File: src/rtl/conv_wr_pkg.sv
package conv_wr_pkg;

  typedef enum logic [2:0] {
    ST_IDLE,
    ST_SETUP_LO,
    ST_EN_LO,
    ST_HOLD_LO,
    ST_SETUP_HI,
    ST_EN_HI,
    ST_HOLD_HI,
    ST_LOAD
  } seq_state_e;

  // Whole clock cycles covering a nanosecond minimum, never below one.
  function automatic int unsigned ns_to_cycles(int unsigned ns, int unsigned period_ns);
    int unsigned c;
    c = (ns + period_ns - 1) / period_ns;
    if (c == 0) c = 1;
    return c;
  endfunction

  function automatic int unsigned max4(int unsigned a, int unsigned b,
                                       int unsigned c, int unsigned d);
    int unsigned m;
    m = a;
    if (b > m) m = b;
    if (c > m) m = c;
    if (d > m) m = d;
    return m;
  endfunction

endpackage

File: src/rtl/conv_wr_timer.sv
module conv_wr_timer #(
  parameter int unsigned CW = 8
) (
  input  logic          clk,
  input  logic          rst_n,
  input  logic          load,
  input  logic [CW-1:0] load_val,
  output logic          expired
);

  logic [CW-1:0] cnt_q;

  always_ff @(posedge clk or negedge rst_n) begin
    if (!rst_n)              cnt_q <= '0;
    else if (load)           cnt_q <= load_val;
    else if (cnt_q != '0)    cnt_q <= cnt_q - 1'b1;
  end

  assign expired = (cnt_q == '0);

endmodule

File: src/rtl/conv_wr_fsm.sv
module conv_wr_fsm
  import conv_wr_pkg::*;
#(
  parameter int unsigned CW        = 8,
  parameter int unsigned SETUP_CYC = 1,
  parameter int unsigned EN_CYC    = 1,
  parameter int unsigned HOLD_CYC  = 1,
  parameter int unsigned LOAD_CYC  = 1
) (
  input  logic       clk,
  input  logic       rst_n,
  input  logic       in_valid,
  input  logic       in_wide,
  output logic       accept,
  output seq_state_e state_nxt,
  output logic       wide_eff,
  output logic       wide_q
);

  seq_state_e    state_q;
  logic          expired;
  logic          t_load;
  logic [CW-1:0] t_val;

  // Reload value: dwell length of the state being entered, minus one.
  function automatic logic [CW-1:0] dwell(seq_state_e s);
    case (s)
      ST_SETUP_LO, ST_SETUP_HI: return CW'(SETUP_CYC - 1);
      ST_EN_LO, ST_EN_HI:       return CW'(EN_CYC - 1);
      ST_HOLD_LO, ST_HOLD_HI:   return CW'(HOLD_CYC - 1);
      ST_LOAD:                  return CW'(LOAD_CYC - 1);
      default:                  return '0;
    endcase
  endfunction

  assign accept   = in_valid && (state_q == ST_IDLE);
  assign wide_eff = accept ? in_wide : wide_q;

  always_comb begin
    state_nxt = state_q;
    case (state_q)
      ST_IDLE:     if (accept)  state_nxt = ST_SETUP_LO;
      ST_SETUP_LO: if (expired) state_nxt = ST_EN_LO;
      ST_EN_LO:    if (expired) state_nxt = ST_HOLD_LO;
      ST_HOLD_LO:  if (expired) state_nxt = wide_q ? ST_LOAD : ST_SETUP_HI;
      ST_SETUP_HI: if (expired) state_nxt = ST_EN_HI;
      ST_EN_HI:    if (expired) state_nxt = ST_HOLD_HI;
      ST_HOLD_HI:  if (expired) state_nxt = ST_LOAD;
      ST_LOAD:     if (expired) state_nxt = ST_IDLE;
      default:                  state_nxt = ST_IDLE;
    endcase
  end

  assign t_load = (state_nxt != state_q);
  assign t_val  = dwell(state_nxt);

  always_ff @(posedge clk or negedge rst_n) begin
    if (!rst_n) begin
      state_q <= ST_IDLE;
      wide_q  <= 1'b0;
    end else begin
      state_q <= state_nxt;
      if (accept) wide_q <= in_wide;
    end
  end

  conv_wr_timer #(.CW(CW)) timer_i (
    .clk      (clk),
    .rst_n    (rst_n),
    .load     (t_load),
    .load_val (t_val),
    .expired  (expired)
  );

  // A timed phase is left only once its counter has run out.
  assert_dwell_hold_R4: assert property (@(posedge clk) disable iff (!rst_n)
    (state_q != ST_IDLE && !expired) |=> (state_q == $past(state_q)));

endmodule

File: src/rtl/conv_wr_drive.sv
module conv_wr_drive
  import conv_wr_pkg::*;
#(
  parameter int unsigned BYTE_W = 8,
  parameter int unsigned WORD_W = 2 * BYTE_W
) (
  input  logic              clk,
  input  logic              rst_n,
  input  seq_state_e        state_nxt,
  input  logic              accept,
  input  logic              wide_eff,
  input  logic              wide_q,
  input  logic [WORD_W-1:0] in_data,
  output logic [WORD_W-1:0] cv_data,
  output logic              cv_lo_en,
  output logic              cv_hi_en,
  output logic              cv_xfer,
  output logic              in_ready
);

  logic [WORD_W-1:0] word_q, word_src, data_d;
  logic [BYTE_W-1:0] byte_lo, byte_hi;
  logic              lo_en_d, hi_en_d, xfer_d, ready_d;

  always_ff @(posedge clk or negedge rst_n) begin
    if (!rst_n)      word_q <= '0;
    else if (accept) word_q <= in_data;
  end

  assign word_src = accept ? in_data : word_q;
  assign byte_lo  = word_src[BYTE_W-1:0];
  assign byte_hi  = word_src[WORD_W-1:BYTE_W];

  // Strobe and bus values follow the next state so they line up with it.
  always_comb begin
    lo_en_d = (state_nxt == ST_EN_LO);
    hi_en_d = (state_nxt == ST_EN_HI) || ((state_nxt == ST_EN_LO) && wide_eff);
    xfer_d  = (state_nxt == ST_LOAD);
    ready_d = (state_nxt == ST_IDLE);
    case (state_nxt)
      ST_SETUP_LO, ST_EN_LO, ST_HOLD_LO:
        data_d = wide_eff ? word_src : {{BYTE_W{1'b0}}, byte_lo};
      ST_SETUP_HI, ST_EN_HI, ST_HOLD_HI:
        data_d = {{BYTE_W{1'b0}}, byte_hi};
      default:
        data_d = cv_data;
    endcase
  end

  always_ff @(posedge clk or negedge rst_n) begin
    if (!rst_n) begin
      cv_data  <= '0;
      cv_lo_en <= 1'b0;
      cv_hi_en <= 1'b0;
      cv_xfer  <= 1'b0;
      in_ready <= 1'b1;
    end else begin
      cv_data  <= data_d;
      cv_lo_en <= lo_en_d;
      cv_hi_en <= hi_en_d;
      cv_xfer  <= xfer_d;
      in_ready <= ready_d;
    end
  end

  assert_joint_enables_R9: assert property (@(posedge clk) disable iff (!rst_n)
    (wide_q && !in_ready) |-> (cv_lo_en == cv_hi_en));

  assert_upper_lane_quiet_R8: assert property (@(posedge clk) disable iff (!rst_n)
    (!wide_q && (cv_lo_en || cv_hi_en)) |-> (cv_data[WORD_W-1:BYTE_W] == '0));

endmodule

File: src/rtl/conv_wr_seq.sv
module conv_wr_seq
  import conv_wr_pkg::*;
#(
  parameter int unsigned BYTE_W       = 8,
  parameter int unsigned CLK_PERIOD_NS = 10,
  parameter int unsigned SETUP_NS     = 200,
  parameter int unsigned EN_NS        = 800,
  parameter int unsigned HOLD_NS      = 200,
  parameter int unsigned LOAD_NS      = 600
) (
  input  logic                clk,
  input  logic                rst_n,
  input  logic                in_valid,
  output logic                in_ready,
  input  logic [2*BYTE_W-1:0] in_data,
  input  logic                in_wide,
  output logic [2*BYTE_W-1:0] cv_data,
  output logic                cv_lo_en,
  output logic                cv_hi_en,
  output logic                cv_xfer
);

  localparam int unsigned WORD_W    = 2 * BYTE_W;
  localparam int unsigned SETUP_CYC = ns_to_cycles(SETUP_NS, CLK_PERIOD_NS);
  localparam int unsigned EN_CYC    = ns_to_cycles(EN_NS, CLK_PERIOD_NS);
  localparam int unsigned HOLD_CYC  = ns_to_cycles(HOLD_NS, CLK_PERIOD_NS);
  localparam int unsigned LOAD_CYC  = ns_to_cycles(LOAD_NS, CLK_PERIOD_NS);
  localparam int unsigned MAX_CYC   = max4(SETUP_CYC, EN_CYC, HOLD_CYC, LOAD_CYC);
  localparam int unsigned CW        = (MAX_CYC > 1) ? $clog2(MAX_CYC) : 1;
  localparam int unsigned AW        = $clog2(MAX_CYC + 1) + 1;

  seq_state_e state_nxt;
  logic       accept, wide_eff, wide_q;

  conv_wr_fsm #(
    .CW(CW), .SETUP_CYC(SETUP_CYC), .EN_CYC(EN_CYC),
    .HOLD_CYC(HOLD_CYC), .LOAD_CYC(LOAD_CYC)
  ) fsm_i (
    .clk       (clk),
    .rst_n     (rst_n),
    .in_valid  (in_valid),
    .in_wide   (in_wide),
    .accept    (accept),
    .state_nxt (state_nxt),
    .wide_eff  (wide_eff),
    .wide_q    (wide_q)
  );

  conv_wr_drive #(.BYTE_W(BYTE_W), .WORD_W(WORD_W)) drive_i (
    .clk       (clk),
    .rst_n     (rst_n),
    .state_nxt (state_nxt),
    .accept    (accept),
    .wide_eff  (wide_eff),
    .wide_q    (wide_q),
    .in_data   (in_data),
    .cv_data   (cv_data),
    .cv_lo_en  (cv_lo_en),
    .cv_hi_en  (cv_hi_en),
    .cv_xfer   (cv_xfer),
    .in_ready  (in_ready)
  );

  // Observation counters for the timing properties below.
  logic [AW-1:0]     lo_len, hi_len, ld_len, bus_age;
  logic [WORD_W-1:0] bus_prev;

  always_ff @(posedge clk or negedge rst_n) begin
    if (!rst_n) begin
      lo_len   <= '0;
      hi_len   <= '0;
      ld_len   <= '0;
      bus_age  <= '1;
      bus_prev <= '0;
    end else begin
      lo_len   <= cv_lo_en ? lo_len + 1'b1 : '0;
      hi_len   <= cv_hi_en ? hi_len + 1'b1 : '0;
      ld_len   <= cv_xfer  ? ld_len + 1'b1 : '0;
      bus_prev <= cv_data;
      if (cv_data != bus_prev)  bus_age <= '0;
      else if (bus_age != '1)   bus_age <= bus_age + 1'b1;
    end
  end

  assert_busy_not_ready_R2: assert property (@(posedge clk) disable iff (!rst_n)
    (cv_lo_en || cv_hi_en || cv_xfer) |-> !in_ready);

  assert_ready_after_load_R2: assert property (@(posedge clk) disable iff (!rst_n)
    $fell(cv_xfer) |-> in_ready);

  assert_no_overlap_R3: assert property (@(posedge clk) disable iff (!rst_n)
    !(cv_xfer && (cv_lo_en || cv_hi_en)));

  assert_lo_width_R4: assert property (@(posedge clk) disable iff (!rst_n)
    $fell(cv_lo_en) |-> (lo_len == AW'(EN_CYC)));

  assert_hi_width_R4: assert property (@(posedge clk) disable iff (!rst_n)
    $fell(cv_hi_en) |-> (hi_len == AW'(EN_CYC)));

  // bus_age lags the bus by one register, hence the +1.
  assert_setup_R5: assert property (@(posedge clk) disable iff (!rst_n)
    ($rose(cv_lo_en) || $rose(cv_hi_en) || $rose(cv_xfer))
      |-> ((AW + 1)'(bus_age) + 1'b1 >= (AW + 1)'(SETUP_CYC)));

  assert_bus_steady_R6: assert property (@(posedge clk) disable iff (!rst_n)
    (cv_lo_en || cv_hi_en || cv_xfer) |=> $stable(cv_data));

  assert_load_width_R7: assert property (@(posedge clk) disable iff (!rst_n)
    $fell(cv_xfer) |-> (ld_len == AW'(LOAD_CYC)));

endmodule

File: config.mk
export PLATFORM = sky130hd
export DESIGN_NAME = conv_wr_seq
export DESIGN_NICKNAME = d
export VERILOG_FILES = /design/src/rtl/conv_wr_pkg.sv /design/src/rtl/conv_wr_timer.sv /design/src/rtl/conv_wr_fsm.sv /design/src/rtl/conv_wr_drive.sv /design/src/rtl/conv_wr_seq.sv
export SDC_FILE = /design/constraint.sdc
export NUM_CORES = 1
export LEC_CHECK = 0
export BUFFER_PORTS_ARGS = -buffer_cell sky130_fd_sc_hd__buf_2
export CORE_MARGIN = 2
export CORE_UTILIZATION = 50
export CTS_CLUSTER_SIZE = 30
export DETAILED_ROUTE_END_ITERATION = 8
export PLACE_DENSITY = 0.75
export SYNTH_ARGS = -nofsm -noshare
export SYNTH_HDL_FRONTEND = slang
export SYNTH_SLANG_ARGS = --single-unit
File: constraint.sdc
create_clock -name clk -period 2.9 [get_ports clk]
set_input_delay 0.29 -clock clk [delete_from_list [all_inputs] [get_ports clk]]
set_output_delay 0.29 -clock clk [all_outputs]
set_load 0.05 [all_outputs]
**Yosys cells after proc, flatten, opt, wreduce, memory -nomap -nowiden**

Cells that the tools add are included.

- Add/sub/neg operators: 1
- Eq/ne operators: 15
- Multiplexer cells: 17
- Reduce and logical (&&, ||, !) cells: 13

Operator list:

| cell | count |
|---|---|
| 2-to-1 mux 16 bit | 2 |
| case mux 16 bit (2 select lines) | 1 |
| == test 3 bit, second input constant | 8 |
| 2-to-1 mux 3 bit | 8 |
| case mux 3 bit (8 select lines) | 1 |
| case mux 7 bit (3 select lines) | 1 |
| 2-to-1 mux 7 bit | 2 |
| == test 3 x 2 -> 1 bit, second input constant | 4 |
| zero test 7 bit | 1 |
| nonzero test 7 bit | 1 |
| subtractor 7 x 1 -> 7 bit, second input constant | 1 |
| == test 3 x 1 -> 1 bit, second input constant | 2 |
| zero test 3 bit | 2 |
| OR reduction 3 bit | 2 |
| nonzero test 2 bit | 2 |
| OR reduction 4 bit | 1 |
| != test 3 bit | 1 |
| logical AND 1 bit | 2 |
| 2-to-1 mux 2 bit | 1 |
| OR reduction 2 bit | 1 |
| logical OR 1 bit | 1 |
| 2-to-1 mux 1 bit | 1 |

- Flip-flop bits (word level): 47
- Input bits: 20
- Output and inout bits: 20
- Logic and storage cells: 55

**Logic depth before layout (Yosys ltp)**

- Word-level depth: 8
- Mapped depth: 14
- Gate-level depth less buffers: 12

**Cells and area by module**

Synthesis repeated with hierarchy kept, for this count alone.

- Cell total of the unflattened synthesis: 220
- Area, all modules: 2396.0 um2

Modules (own cells, without submodules):

| module | times used | cells an instance | area each (um2) | sequential area each (um2) |
|---|---|---|---|---|
| conv_wr_drive | 1 | 136 | 1584.0 | 902.1 |
| conv_wr_timer | 1 | 43 | 434.2 | 175.2 |
| conv_wr_fsm | 1 | 41 | 377.9 | 100.1 |

**Worst setup path after synthesis**

Ideal clock, no wire load.

- Path kind: reg2reg
- Start: reg fsm_i.timer_i.cnt_q[0]
- End: reg drive_i.cv_data[5]
- Library setup time: 136 ps
- Data arrival time: 2566 ps
- Required time: 2764 ps
- Setup slack: 198 ps
- Stages on the path, launching flop included: 15
- Buffers on the path: 2
- Period minus slack after synthesis: 2702 ps
- Cells stage by stage: dfrtp_1 > inv_1 > ha_1 > nor3b_4 > and2_1 > buf_2 > nand3_1 > xnor2_1 > inv_1 > ha_1 > clkinv_1 > o221ai_4 > buf_8 > nor3_1 > a211oi_2

- Cells in the longest elaborated chain, start to end: 6
- Elaborated cells on any way between the ends: 19
- Classes of those cells: eq/ne (6); mux (9); reduce/logical (4)

RTL lines:

| element | line | source |
|---|---|---|
| start: declaration | conv_wr_timer.sv:11 | `logic [CW-1:0] cnt_q;` |
| start signal: assignment | conv_wr_timer.sv:15 | `else if (load) cnt_q <= load_val;` |
| start signal: assignment | conv_wr_timer.sv:16 | `else if (cnt_q != '0) cnt_q <= cnt_q - 1'b1;` |
| zero test 7 bit * | conv_wr_timer.sv:19 | `assign expired = (cnt_q == '0);` |
| 2-to-1 mux 3 bit, or another cell as far along | conv_wr_fsm.sv:49 | `ST_LOAD: if (expired) state_nxt = ST_IDLE;` |
| case mux 3 bit (8 select lines) * | conv_wr_fsm.sv:41 | `case (state_q)` |
| net drive_i.state_nxt[2] | conv_wr_drive.sv:9 | `input seq_state_e state_nxt,` |
| == test 3 bit, or another cell as far along | conv_wr_drive.sv:40 | `case (state_nxt)` |
| OR reduction 3 bit | conv_wr_drive.sv:40 |  |
| case mux 16 bit (2 select lines) or nonzero test 2 bit (tied branches) | - |  |
| end signal: assignment | conv_wr_drive.sv:58 | `cv_data <= data_d;` |
| end: declaration | conv_wr_drive.sv:14 | `output logic [WORD_W-1:0] cv_data,` |

The timed path passes the listed nets; every way through them passes the cells marked *.
A chain may end at the register's enable or synchronous reset.

**Final worst setup path**

- Start: reg fsm_i.timer_i.cnt_q[0]
- End: reg drive_i.cv_data[13]

Same word-level chain as after synthesis.

==> out/metrics.cfg <==
[logic_synthesis]
synth_edf_count = 0
syn-cell-area_um2 = 2350
syn_nets = 226
async_reset_ff_share_pct = 100
netlist_instances = 204
avgSynthCellArea_um2 = 11.5
yosysSeqAreaShare_pct = 50.1
ys.flop_type = dfrtp_1
ys_ff_latch = 47
yosysWarnings = 0
synth_cell_type_count = 45

[placed_design]
port_buffers = 39
placed_cells = 294
place_area_um2 = 2610
gp_congestion = 0.802
post-dp-hpwl_mm = 3.34
pre_cts_ws_ps = 149

[floorplan]
die_w_um = 72.6
io_pins = 40
start_util_pct = 52.9
row_count = 24
chipHeight_um = 72.6
dieArea_um2 = 5270
coreArea_um2 = 4440

[sta]
tns_ps = 0
fmax_mhz = 374
rsz0062_at_grt = false
setup_slack_ps = 223
slew_headroom_pct = 32.7
min_period_over_period_pct = 92.3
finalMaxSlewViolations = 0
clock-skew-final_ps = 5.27
worst_pin_slew_ps = 1010
setup_viol = 0
hold_viol_final = 0
min_period_ps = 2680

[grt]
use_met2_pct = 30.7
antenna_found_initial = 0
grt_pass1_wl_mm = 7.82
busiest_layer = met2
use_met3_pct = 4.14
track_usage_pct = 19.4
grt_overflow = 0
grt_start_max_net_pins = 48
grtUsageMet1_pct = 27.4
grt_pass1_vias = 1655

[clock_network]
clock_sinks = 47
cts_root_buf = clkbuf_8
clk_latency_ps = 300
cts_hold_buf = 0
cts.htree.levels = 2
numCtsBuffers = 5
cts_tree = yes
clockBufferDepth = 2
clkTransAtPathRegs_ps = 90

[worst_setup_path]
cp_max_fo = 14
crit_type = reg2reg
cp.arrival_ps = 2860
cp-end-kind = flop
critPathLaunchType = flop
required_ps = 3080

[finish]
insertedDiodeCount = 0
final_cell_area_um2 = 2770
layout.nets = 273
area_growth_pct = 17.9
drive_gt1_share_pct = 38.5
fillers = 352
layout_common_cells = dfrtp_1, buf_2, mux2_2
layout_commonest_cell = dfrtp_1
final_cell_count_no_fill = 304

[status]
status = complete, no violations

[pwr]
max-vdd-ir-drop_v = 0.000823
leakage_uw = 0.00132
p_total_uw = 3650
power_density_nw_per_um2 = 1320

[route]
ant_nets = 0
wl_per_cell_um = 15.3
via_per_inst = 5.40
first_pass_iters = 4
num_vias = 1641
drt_iter0_markers = 123
finalWirelength_mm = 4.64
drcViolationCount = 0

[worst_hold_path]
hold_path_class = in2async

[run]
drv_cap = 0

where the power goes:
group | internal, µW | leakage [µW] | switching (µW) | total [µW]
clock network | 344 | 0.0000644 | 222 | 565
registers | 963 | 0.000573 | 220 | 1180
logic | 747 | 0.000680 | 1150 | 1900
total | 2050 | 0.00132 | 1590 | 3650
final timing paths:
path / slack [ps] / cells after the start / startpoint / to
setup / recovery: 220 / 13 / fsm_i.timer_i.cnt_q[0]$_DFFE_PN0P_ / drive_i.cv_data[13]$_DFFE_PN0P_
hold / removal: 150 / 1 / rst_n / fsm_i.timer_i.cnt_q[5]$_DFFE_PN0P_
setup reg to reg: 220 / 13 / fsm_i.timer_i.cnt_q[0]$_DFFE_PN0P_ / drive_i.cv_data[13]$_DFFE_PN0P_
hold reg to reg: 510 / 1 / drive_i.word_q[5]$_DFF_PN0_ / drive_i.word_q[5]$_DFF_PN0_
max in group asynchronous: 2120 / 1 / rst_n / drive_i.cv_data[8]$_DFFE_PN0P_
min in group clk: 240 / 2 / in_data[6] / drive_i.word_q[6]$_DFF_PN0_
layer usage:
metal  wire length, µm  share of wire (%)
met1              2180                 47
met2              2280                 49
met5                 0                  0
met4                52                1.1
met3               132                2.8
sequential cells by signal, summed over array words and instances, names as in the netlist:
name / cells
fsm_i.state_q: 3
fsm_i.timer_i.cnt_q: 7
drive_i.cv_data: 16
drive_i.cv_xfer: 1
fsm_i.wide_q: 1
drive_i.in_ready: 1
drive_i.word_q: 16
drive_i.cv_lo_en: 1
drive_i.cv_hi_en: 1
critical path, cell delays in order, from the launching register on:
cell      delay [ps]
dfrtp_1          380
inv_1             90
ha_1             190
nor3b_4          280
and2_1           220
nand3_1          130
xnor2_2          220
inv_1             70
ha_1             180
clkinv_1          80
o221ai_4         250
buf_4            260
mux2i_1          140
nor2_1            60
cells in the mapped netlist (2+ instances only):
| cell | n | share of area, % |
|---|---|---|
| nand2_1 | 10 | 1.6 |
| a22oi_1 | 3 | 0.96 |
| inv_1 | 8 | 1.3 |
| nor2_2 | 7 | 1.9 |
| buf_2 | 7 | 1.5 |
| nor2_1 | 14 | 2.2 |
| ha_1 | 2 | 1.1 |
| o31ai_2 | 7 | 3.7 |
| and2_1 | 2 | 0.53 |
| dfrtp_1 | 46 | 49 |
| o21ai_1 | 2 | 0.43 |
| or3_1 | 4 | 1.1 |
| buf_4 | 2 | 0.64 |
| o32ai_1 | 2 | 0.75 |
| mux2i_1 | 13 | 5.5 |
| nand3_1 | 2 | 0.43 |
| xnor2_1 | 6 | 2.2 |
| o21ai_0 | 2 | 0.43 |
| nor3_1 | 3 | 0.64 |
| mux2_1 | 2 | 0.96 |
| nor2b_1 | 9 | 2.4 |
| mux2_2 | 15 | 7.2 |
| a21oi_1 | 13 | 2.8 |
| nand2b_1 | 2 | 0.53 |
logic make-up (layout without fill, tap and decap cells):
family / count (synthesis) / in the layout / synth area share [%]
AND/OR/NAND/NOR: 60 / 60 / 14.8
buffers and inverters: 20 / 68 / 4.36
XOR/XNOR: 7 / 7 / 2.61
multiplexers: 30 / 30 / 13.7
adder cells (fa/ha/maj): 2 / 2 / 1.06
flip-flops: 47 / 47 / 50.1
AO/OA/AOI/OAI: 38 / 38 / 13.4
area by class of cell:
type / instances / area [µm²] / area share, %
flip-flops and latches: 47 / 1180 / 42.5
multi-input cells: 137 / 1080 / 38.9
repair buffers: 50 / 278 / 10.0
clock buffers: 5 / 68.8 / 2.48
clock inverters: 3 / 67.6 / 2.44
well taps: 52 / 65.1 / 2.35
inverters: 10 / 37.5 / 1.35
metrics by stage:
stage | utilization, % | hold slack, ps
finish | 62.4 | 154
global route | 62.4 | 238
CTS | 61.9 | 206
detailed placement | 58.8 | 487
global placement | 58.8 | 479
floorplan | - | -5.59
timing repair:
item / 4_1_cts / 5_1_grt
endpoints found under the setup margin: 0 / 5
buffers inserted: 0 / 2
resized for setup: 0 / 1
Power figures use the tool's default switching activity.
